$ cat config.mk
export PLATFORM = sky130hd
export DESIGN_NAME = strmv_engine
export DESIGN_NICKNAME = d
export VERILOG_FILES = /design/src/rtl/strmv_pkg.sv /design/src/rtl/strmv_order.sv /design/src/rtl/strmv_overlap.sv /design/src/rtl/strmv_engine.sv
export SDC_FILE = /design/constraint.sdc
export NUM_CORES = 1
export LEC_CHECK = 0
export BUFFER_PORTS_ARGS = -buffer_cell sky130_fd_sc_hd__clkbuf_2
export CORE_MARGIN = 3
export CORE_UTILIZATION = 56
export CTS_CLUSTER_DIAMETER = 100
export DETAILED_ROUTE_END_ITERATION = 10
export MAX_ROUTING_LAYER = met4
export PLACE_DENSITY_LB_ADDON = 0.2
export SYNTH_ARGS = -nofsm -noshare
export SYNTH_HDL_FRONTEND = slang
export SYNTH_SLANG_ARGS = --single-unit
$ cat constraint.sdc
create_clock -name clk -period 7.2 [get_ports clk]
set_input_delay 0.72 -clock clk [delete_from_list [all_inputs] [get_ports clk]]
set_output_delay 0.72 -clock clk [all_outputs]
set_load 0.005 [all_outputs]
$ cat src/rtl/strmv_pkg.sv
package strmv_pkg;

    typedef enum logic [2:0] {
        ST_IDLE   = 3'd0,
        ST_CHECK  = 3'd1,
        ST_STEP   = 3'd2,
        ST_XFER   = 3'd3,
        ST_FETCHB = 3'd4,
        ST_CMP    = 3'd5
    } strmv_state_e;

    localparam logic OP_MOVE    = 1'b0;
    localparam logic OP_COMPARE = 1'b1;

    localparam logic [1:0] CC_EQUAL   = 2'd0;
    localparam logic [1:0] CC_LOW     = 2'd1;
    localparam logic [1:0] CC_HIGH    = 2'd2;
    localparam logic [1:0] CC_OVERLAP = 2'd3;

endpackage

$ cat src/rtl/strmv_order.sv
// Unsigned three-way ordering of two values: 0 equal, 1 lhs lower, 2 lhs higher.
module strmv_order #(
    parameter int W = 8
) (
    input  logic [W-1:0] lhs,
    input  logic [W-1:0] rhs,
    output logic [1:0]   code
);
    import strmv_pkg::*;

    always_comb begin
        if (lhs == rhs) begin
            code = CC_EQUAL;
        end else if (lhs < rhs) begin
            code = CC_LOW;
        end else begin
            code = CC_HIGH;
        end
    end
endmodule

$ cat src/rtl/strmv_overlap.sv
// Flags a move whose destination starts inside the part of the source still to be read.
module strmv_overlap #(
    parameter int ADDR_W = 24,
    parameter int LEN_W  = 24
) (
    input  logic [ADDR_W-1:0] dst_addr,
    input  logic [LEN_W-1:0]  dst_len,
    input  logic [ADDR_W-1:0] src_addr,
    input  logic [LEN_W-1:0]  src_len,
    output logic              destructive
);
    localparam int SUM_W = ((ADDR_W > LEN_W) ? ADDR_W : LEN_W) + 1;

    logic [LEN_W-1:0] short_len;
    logic [SUM_W-1:0] dst_ext;
    logic [SUM_W-1:0] src_ext;
    logic [SUM_W-1:0] src_end;

    assign short_len   = (dst_len < src_len) ? dst_len : src_len;
    assign dst_ext     = SUM_W'(dst_addr);
    assign src_ext     = SUM_W'(src_addr);
    assign src_end     = src_ext + SUM_W'(short_len);
    assign destructive = (dst_ext > src_ext) && (dst_ext < src_end);
endmodule

$ cat src/rtl/strmv_engine.sv
module strmv_engine #(
    parameter int ADDR_W = 24,
    parameter int LEN_W  = 24
) (
    input  logic              clk,
    input  logic              rst_n,
    input  logic              start,
    input  logic              op,
    input  logic              irq,
    input  logic [7:0]        pad,
    input  logic [ADDR_W-1:0] a_addr_i,
    input  logic [LEN_W-1:0]  a_len_i,
    input  logic [ADDR_W-1:0] b_addr_i,
    input  logic [LEN_W-1:0]  b_len_i,
    output logic              mem_req,
    output logic              mem_we,
    output logic [ADDR_W-1:0] mem_addr,
    output logic [7:0]        mem_wdata,
    input  logic [7:0]        mem_rdata,
    output logic              busy,
    output logic              done,
    output logic              paused,
    output logic [1:0]        cc,
    output logic [ADDR_W-1:0] a_addr_o,
    output logic [LEN_W-1:0]  a_len_o,
    output logic [ADDR_W-1:0] b_addr_o,
    output logic [LEN_W-1:0]  b_len_o
);
    import strmv_pkg::*;

    localparam logic [ADDR_W-1:0] ADDR_STEP = ADDR_W'(1);
    localparam logic [LEN_W-1:0]  LEN_STEP  = LEN_W'(1);

    typedef struct packed {
        strmv_state_e      st;
        logic              op;
        logic [ADDR_W-1:0] a_addr;
        logic [LEN_W-1:0]  a_len;
        logic [ADDR_W-1:0] b_addr;
        logic [LEN_W-1:0]  b_len;
        logic [7:0]        pad;
        logic [7:0]        hold;
        logic              progressed;
        logic [1:0]        cc;
        logic              done;
        logic              paused;
    } regs_t;

    regs_t q, d;

    logic       a_nz;
    logic       b_nz;
    logic       finished;
    logic       overlap_hit;
    logic [1:0] len_code;
    logic [1:0] byte_code;
    logic [7:0] byte_b;

    assign a_nz     = (q.a_len != '0);
    assign b_nz     = (q.b_len != '0);
    assign finished = (q.op == OP_MOVE) ? !a_nz : (!a_nz && !b_nz);
    assign byte_b   = b_nz ? mem_rdata : q.pad;

    strmv_overlap #(
        .ADDR_W(ADDR_W),
        .LEN_W (LEN_W)
    ) u_overlap (
        .dst_addr   (q.a_addr),
        .dst_len    (q.a_len),
        .src_addr   (q.b_addr),
        .src_len    (q.b_len),
        .destructive(overlap_hit)
    );

    strmv_order #(.W(LEN_W)) u_len_order (
        .lhs (q.a_len),
        .rhs (q.b_len),
        .code(len_code)
    );

    strmv_order #(.W(8)) u_byte_order (
        .lhs (q.hold),
        .rhs (byte_b),
        .code(byte_code)
    );

    always_comb begin
        d          = q;
        d.done     = 1'b0;
        d.paused   = 1'b0;
        mem_req    = 1'b0;
        mem_we     = 1'b0;
        mem_addr   = q.a_addr;
        mem_wdata  = q.pad;

        unique case (q.st)
            ST_IDLE: begin
                if (start) begin
                    d.op         = op;
                    d.a_addr     = a_addr_i;
                    d.a_len      = a_len_i;
                    d.b_addr     = b_addr_i;
                    d.b_len      = b_len_i;
                    d.pad        = pad;
                    d.progressed = 1'b0;
                    d.cc         = CC_EQUAL;
                    d.st         = ST_CHECK;
                end
            end

            ST_CHECK: begin
                if (q.op == OP_MOVE && overlap_hit) begin
                    d.cc   = CC_OVERLAP;
                    d.done = 1'b1;
                    d.st   = ST_IDLE;
                end else begin
                    if (q.op == OP_MOVE) begin
                        d.cc = len_code;
                    end
                    d.st = ST_STEP;
                end
            end

            ST_STEP: begin
                if (finished) begin
                    d.done = 1'b1;
                    d.st   = ST_IDLE;
                end else if (q.progressed && irq) begin
                    d.paused = 1'b1;
                    d.st     = ST_IDLE;
                end else if (q.op == OP_MOVE) begin
                    if (b_nz) begin
                        mem_req  = 1'b1;
                        mem_addr = q.b_addr;
                    end
                    d.st = ST_XFER;
                end else begin
                    if (a_nz) begin
                        mem_req  = 1'b1;
                        mem_addr = q.a_addr;
                    end
                    d.st = ST_FETCHB;
                end
            end

            ST_XFER: begin
                mem_req   = 1'b1;
                mem_we    = 1'b1;
                mem_addr  = q.a_addr;
                mem_wdata = b_nz ? mem_rdata : q.pad;
                d.a_addr  = q.a_addr + ADDR_STEP;
                d.a_len   = q.a_len - LEN_STEP;
                if (b_nz) begin
                    d.b_addr = q.b_addr + ADDR_STEP;
                    d.b_len  = q.b_len - LEN_STEP;
                end
                d.progressed = 1'b1;
                d.st         = ST_STEP;
            end

            ST_FETCHB: begin
                d.hold = a_nz ? mem_rdata : q.pad;
                if (b_nz) begin
                    mem_req  = 1'b1;
                    mem_addr = q.b_addr;
                end
                d.st = ST_CMP;
            end

            ST_CMP: begin
                if (byte_code != CC_EQUAL) begin
                    d.cc   = byte_code;
                    d.done = 1'b1;
                    d.st   = ST_IDLE;
                end else begin
                    if (a_nz) begin
                        d.a_addr = q.a_addr + ADDR_STEP;
                        d.a_len  = q.a_len - LEN_STEP;
                    end
                    if (b_nz) begin
                        d.b_addr = q.b_addr + ADDR_STEP;
                        d.b_len  = q.b_len - LEN_STEP;
                    end
                    d.progressed = 1'b1;
                    d.st         = ST_STEP;
                end
            end

            default: begin
                d.st = ST_IDLE;
            end
        endcase
    end

    always_ff @(posedge clk or negedge rst_n) begin
        if (!rst_n) begin
            q <= '0;
        end else begin
            q <= d;
        end
    end

    assign busy     = (q.st != ST_IDLE);
    assign done     = q.done;
    assign paused   = q.paused;
    assign cc       = q.cc;
    assign a_addr_o = q.a_addr;
    assign a_len_o  = q.a_len;
    assign b_addr_o = q.b_addr;
    assign b_len_o  = q.b_len;
endmodule

=== Word-level counts from Yosys, hierarchy flattened ===
Index checks and enable logic that the tools add are counted.

* Output and inout bits: 135
* Bits in registers: 121
* Bits of input ports: 117
* Word-level logic and storage cells: 96

* Magnitude comparators: 4
* Reduce and logical (&&, ||, !) cells: 17
* Add/subtract/negate cells: 5
* Multiplexer cells: 45
* Equality and inequality tests: 12
* Bitwise logic cells: 1

{| class="wikitable"
|+ Operators with widths
! kind !! count
|-
| 96-bit one-hot mux with 3 select lines || 1
|-
| 24-bit 2-to-1 mux || 5
|-
| 108-bit 2-to-1 mux || 1
|-
| 48-bit 2-to-1 mux || 2
|-
| 96-bit 2-to-1 mux || 1
|-
| 24-bit by 1-bit adder with 24-bit output, second input constant || 2
|-
| 24-bit one-hot mux with 2 select lines || 1
|-
| 24-bit nonzero test || 2
|-
| 24-bit by 1-bit subtractor with 24-bit output, second input constant || 2
|-
| 24-bit by 24-bit adder with 25-bit output || 1
|-
| 24-bit by 25-bit < comparator with 1-bit output || 1
|-
| 24-bit == test || 1
|-
| 24-bit > comparator || 1
|-
| 24-bit < comparator || 1
|-
| 8-bit 2-to-1 mux || 3
|-
| 3-bit one-hot mux with 6 select lines || 1
|-
| 2-bit 2-to-1 mux || 8
|-
| 3-bit 2-to-1 mux || 5
|-
| 1-bit 2-to-1 mux || 13
|-
| 1-bit one-hot mux with 3 select lines || 3
|-
| 3-bit nonzero test || 3
|-
| 8-bit == test || 1
|-
| 8-bit < comparator || 1
|-
| 2-bit != test, second input constant || 4
|-
| other kinds (13) || 20
|}

=== Depth between registers and ports, before layout ===
* Word-level depth: 8
* Mapped depth: 27
* Gate-level depth less buffers: 26

=== Cells and area by module ===
Synthesis repeated with hierarchy kept, for this count alone.

* Cells, all modules: 1586
* Area total of the unflattened synthesis: 12896.1 µm²

{| class="wikitable"
|+ Modules (own cells, without submodules)
! module !! instances !! cells each !! area each (µm²) !! seq. area each (µm²)
|-
| strmv_engine || 1 || 1051 || 8739.6 || 3027.9
|-
| strmv_overlap || 1 || 419 || 3286.9 || 0.0
|-
| strmv_order at u_len_order || 1 || 87 || 656.9 || 0.0
|-
| strmv_order at u_byte_order || 1 || 29 || 212.7 || 0.0
|}

=== Worst setup path before layout ===
No wires, ideal clock.

* Path kind: reg-to-reg
* From: reg q (netlist bit a_len_o[9])
* To: reg q (netlist bit cc[0])
* Path slack: 1.448 ns
* Data required time: 7.048 ns
* Clock period less this slack: 5.752 ns
* Buffers on the path: 2
* Setup time: 0.152 ns
* Arrival time: 5.600 ns
* Stages on the path, launching flop included: 26
* Cells stage by stage: dfrtp_1 > ha_1 > a21o_1 > a21o_1 > a221o_1 > a22oi_1 > o2111a_1 > clkbuf_1 > clkbuf_1 > o21ai_0 > ha_1 > a211oi_1 > nor4b_1 > o311a_1 > o21ai_0 > o21ai_0 > a21oi_1 > xor2_1 > ha_1 > a21oi_1 > o211ai_1 > and3_1 > o21ai_0 > a311o_1 > o211ai_1 > o311ai_0

* Cells in the longest elaborated chain, start to end: 8
* Elaborated cells on any way between the ends: 14
* Those cells by class: 1 x add/sub; 2 x order compare; 2 x eq/ne; 6 x mux; 3 x reduce/logical

{| class="wikitable"
|+ Ends and longest elaborated chain
! element !! RTL line !! source
|-
| from (decl) || strmv_engine.sv:49 || <nowiki>regs_t q, d;</nowiki>
|-
| from (signal assigned) || strmv_engine.sv:197 || <nowiki>q <= '0;</nowiki>
|-
| from (signal assigned) || strmv_engine.sv:199 || <nowiki>q <= d;</nowiki>
|-
| 24-bit < comparator || strmv_order.sv:14, strmv_overlap.sv:19 ||
|-
| 24-bit 2-to-1 mux || strmv_overlap.sv:19 || <nowiki>assign short_len = (dst_len < src_len) ? dst_len : src_len;</nowiki>
|-
| 24-bit by 24-bit adder with 25-bit output || strmv_overlap.sv:22 || <nowiki>assign src_end = src_ext + SUM_W'(short_len);</nowiki>
|-
| 24-bit by 25-bit < comparator with 1-bit output || strmv_overlap.sv:23 || <nowiki>assign destructive = (dst_ext > src_ext) && (dst_ext < src_end);</nowiki>
|-
| 1-bit logical AND || strmv_overlap.sv:23 ||
|-
| 1-bit logical AND || strmv_engine.sv:112 || <nowiki>if (q.op == OP_MOVE && overlap_hit) begin</nowiki>
|-
| 3-bit != test (no source line) / 2-bit 2-to-1 mux (equally long branches) || -- ||
|-
| 4-bit AND reduction (no source line) / 2-bit one-hot mux with 3 select lines (equally long branches) || -- ||
|}

Several ways; a longest one is shown, not always the timed one. The select of a mux whose other input is x is not followed.
A chain may end at the register's enable or synchronous reset.

=== Final worst setup path ===
Ends and elaborated chain as after synthesis.

==> metrics.md <==
| Metric | Value |
|---|---|
| Run status | `finished, final reports clean` |
| CTS tree | `built` |
| H-tree level count | `4` |
| Top FF cell, synth | `dfrtp_1` |
| First-pass GRT wire length | `around 58,000 µm` |
| CORE AREA | `between 0.015 and 0.02 mm²` |
| Finished Layout Cells | `approximately 1.9k` |
| Worst Path Required | `between 7 and 8 ns` |
| Placed cells | `around 1.8k` |
| Final WL | `37,600 µm` |
| CP peak stage delay | `roughly 0.67 ns` |
| Clock transition at path regs | `about 0.060 ns` |
| CP max-delay cell | `o2111a_1` |
| Worst VDD drop | `255 µV` |
| PwrDens | `roughly 540 mW/mm²` |
| Ys Warns | `0` |
| Vias in the first global route | `~11k` |
| Pleak | `between 5 and 6 nW` |
| Worst clock skew | `roughly 0.014 ns` |
| Final Slew Violations | `0` |
| Vias per cell | `6.38` |
| Final worst path period need | `6.51 ns` |
| Number of synthesized flops with an enable pin | `0` |
| Clk buf depth | `2` |
| Pin count of the biggest net entering global routing | `slightly below 100` |
| Final period util | `0.904` |
| Area grow syn2layout | `11.0%` |
| Initial antenna violation count | `0` |
| Fmax | `roughly 0.15 GHz` |
| Maxcap violations | `0` |
| DR iter-0 viols | `1,387` |
| Yosys top cell by area | `dfrtp_1` |
| Crit end category | `flip-flop` |
| Top delay family on crit path | `compound AO/OA/AOI/OAI gates` |
| Unrepaired setup endpoints after global routing | `no` |
| Ant diodes | `0` |
| Asr flop ratio synth | `1.00` |
| Setup violators final | `0` |
| CP Launch Type | `flip-flop` |
| Synthesized area per cell | `7.63 µm²` |
| TritonCTS Buffers | `17` |
| Post-CTS Setup Inserts | `0` |
| Top cell type's share of synthesized area | `0.266` |
| CP most frequent cell | `ha_1` |
| Initial Utilization | `0.577` |
| Worst setup path class | `flip-flop to flip-flop` |
| Crit-path cells | `ha_1 -> a21o_1 -> a21o_1 -> a221o_1 -> a22oi_1 -> o2111a_1 -> nand2_1 -> o21ai_0 -> ha_1 -> fa_1 -> a211oi_1 -> o21a_1 -> nor3_1 -> a21oi_1 -> o21ai_0 -> a2111oi_0 -> or3_1 -> ha_1 -> nand4_1 -> nor3_1 -> a211oi_1 -> a311o_1 -> o211ai_1 -> o311ai_0` |
| Die Wd | `149 µm` |
| Die height | `149 µm` |
| Critical path depth in cells | `24` |
| Synth area leaders | `dfrtp_1 (27%), ha_1 (12%), o21ai_0 (7.8%)` |
| Share of cells above drive strength 1 | `0.205` |
| Clock root cell | `clkbuf_16` |
| Drt pass-1 iters | `5` |
| Num ports | `around 250` |
| Post-synthesis sequential area ratio | `0.266` |
| Area after DPL | `0.0121 mm²` |
| IO buf count | `about 250` |
| Crit path buffers/inverters | `0` |
| Hold WC Path Type | `input port to asynchronous set/reset pin` |
| Post-CTS Resized | `0` |
| Final Power | `just under 7 mW` |
| Remaining DRCs | `0` |
| Synth Register Bits | `~120` |
| FP Rows | `51` |
| Total gr overflow | `0` |
| Die footprint | `between 0.02 and 0.025 mm²` |
| Clk Latency, worst-skew pair | `between 0.4 and 0.5 ns` |
| Cts hold-fix bufs | `0` |
| Post-synth net total | `~1.7k` |
| Yosys cell types | `73` |
| Vias | `12.0k` |
| Final hold vios | `0` |
| R2r worst-path depth | `24` |
| Mapped cell area | `around 0.011 mm²` |
| Total GRT Usage | `0.339` |
| Clk sink count | `roughly 120` |
| CP arrival | `between 6 and 7 ns` |
| Post-route ant nets | `0` |
| Syn Inst Count | `roughly 1.5k` |
| DR WL/cell | `20.0 µm` |
| Max transition margin | `0.197` |
| Max Fanout on Critical Path | `25` |
| Final core utilization | `0.641` |
| Fin area | `0.0126 mm²` |
| Setup TNS | `0 ns` |
| Placer congestion estimate | `0.966` |
| Tightest Pin Transition | `1.20 ns` |
| Post-DP HPWL | `between 20,000 and 30,000 µm` |
| Final net count | `1,826` |
[worst paths after layout]
path | endpoint | startpoint | slack (ns)
setup / recovery | cc[0] | a_len_o[9] | 0.69
min in group clk | q[4] | q[4] | 0.52
hold reg to reg | q[4] | q[4] | 0.52
setup reg to reg | cc[0] | a_len_o[9] | 0.69
max in group asynchronous | b_len_o[13] | rst_n | 5.40
hold / removal | b_addr_o[2] | rst_n | 0.34
[stage by stage]
| stage | hold WS (ns) | setup WS [ns] |
|---|---|---|
| after global placement | 0.499 | 0.968 |
| final | 0.342 | 0.689 |
| after global routing | 0.381 | 0.0868 |
| after detailed placement | 0.504 | 0.799 |
| after CTS | 0.351 | 0.783 |
| after floorplan | 0.424 | 1.45 |
[where the power goes]
part	switching, mW	leakage, nW	internal [mW]	total, mW
sequential	0.555	1.51	0.973	1.53
clock	0.354	0.276	0.510	0.864
combinational	2.65	4.11	1.77	4.43
total	3.56	5.90	3.25	6.82
[final cells by class]
type | instances | area [µm²]
multi-input cells | 1130 | 7080
clock buffers | 17 | 425
clock inverters | 14 | 150
fillers | 1758 | 7080
flip-flops and latches | 121 | 3030
well taps | 265 | 332
inverters | 65 | 244
repair buffers | 266 | 1370
[cells in the mapped netlist, types with 4 or more instances]
master and number:
or2_2 7, a221oi_1 5, nand2_1 136, nor2b_1 12, a21o_1 12, clkbuf_2 4, o21ai_0 178, a21oi_1 159
buf_2 7, clkbuf_1 58, nor3b_1 6, o22a_1 4, nor3_1 37, and2_1 4, mux2i_1 15, o21a_1 11
a32oi_1 18, buf_4 103, o211ai_1 6, o31ai_1 10, mux2_2 10, xor2_1 14, a31oi_1 32, o22ai_1 10
and4_1 5, inv_1 65, ha_1 107, a22oi_1 14, or3_1 6, nand2b_1 9, a211oi_1 7, dfrtp_1 121
nor2_1 103, and3_1 13, nand3_1 45, nand4_1 27, nor4_1 18, xnor2_1 5, o21ai_1 34
[placed cells by master (no fill, tap or decap), types with 14 or more instances in the layout]
master,synthesis,layout
nor2_1,103,102
clkbuf_16,0,17
dfrtp_1,121,121
a32oi_1,18,18
o21ai_1,34,34
xor2_1,14,14
nand3_1,45,45
mux2i_1,15,15
o21ai_0,178,177
a22oi_1,14,14
nor4_1,18,18
a21oi_1,159,159
ha_1,107,107
a31oi_1,32,32
nand2_1,136,136
nand4_1,27,27
clkbuf_2,4,250
inv_1,65,65
buf_4,103,16
nor3_1,37,36
[flip-flops by register name, summed over array words and instances (netlist names)]
name      cells
cc            2
done          1
paused        1
q            21
a_len_o      24
a_addr_o     24
b_len_o      24
b_addr_o     24
[metal layers]
metal	vias to the layer above	share of wire	GRT usage
met4	0	0.029	0.0965
met1	5622	0.42	0.464
li1	5593	-	-
met3	83	0.10	0.0612
met2	683	0.45	0.519
met5	-	0	-
[cells by family after synthesis]
logic type,after synthesis,synth area share
flops,121,0.266
xor+xnor,19,0.0146
compound gates,537,0.276
simple gates,441,0.187
buf+inv,240,0.114
fa+ha+maj,108,0.119
mux,25,0.0231
Power figures use the tool's default switching activity.
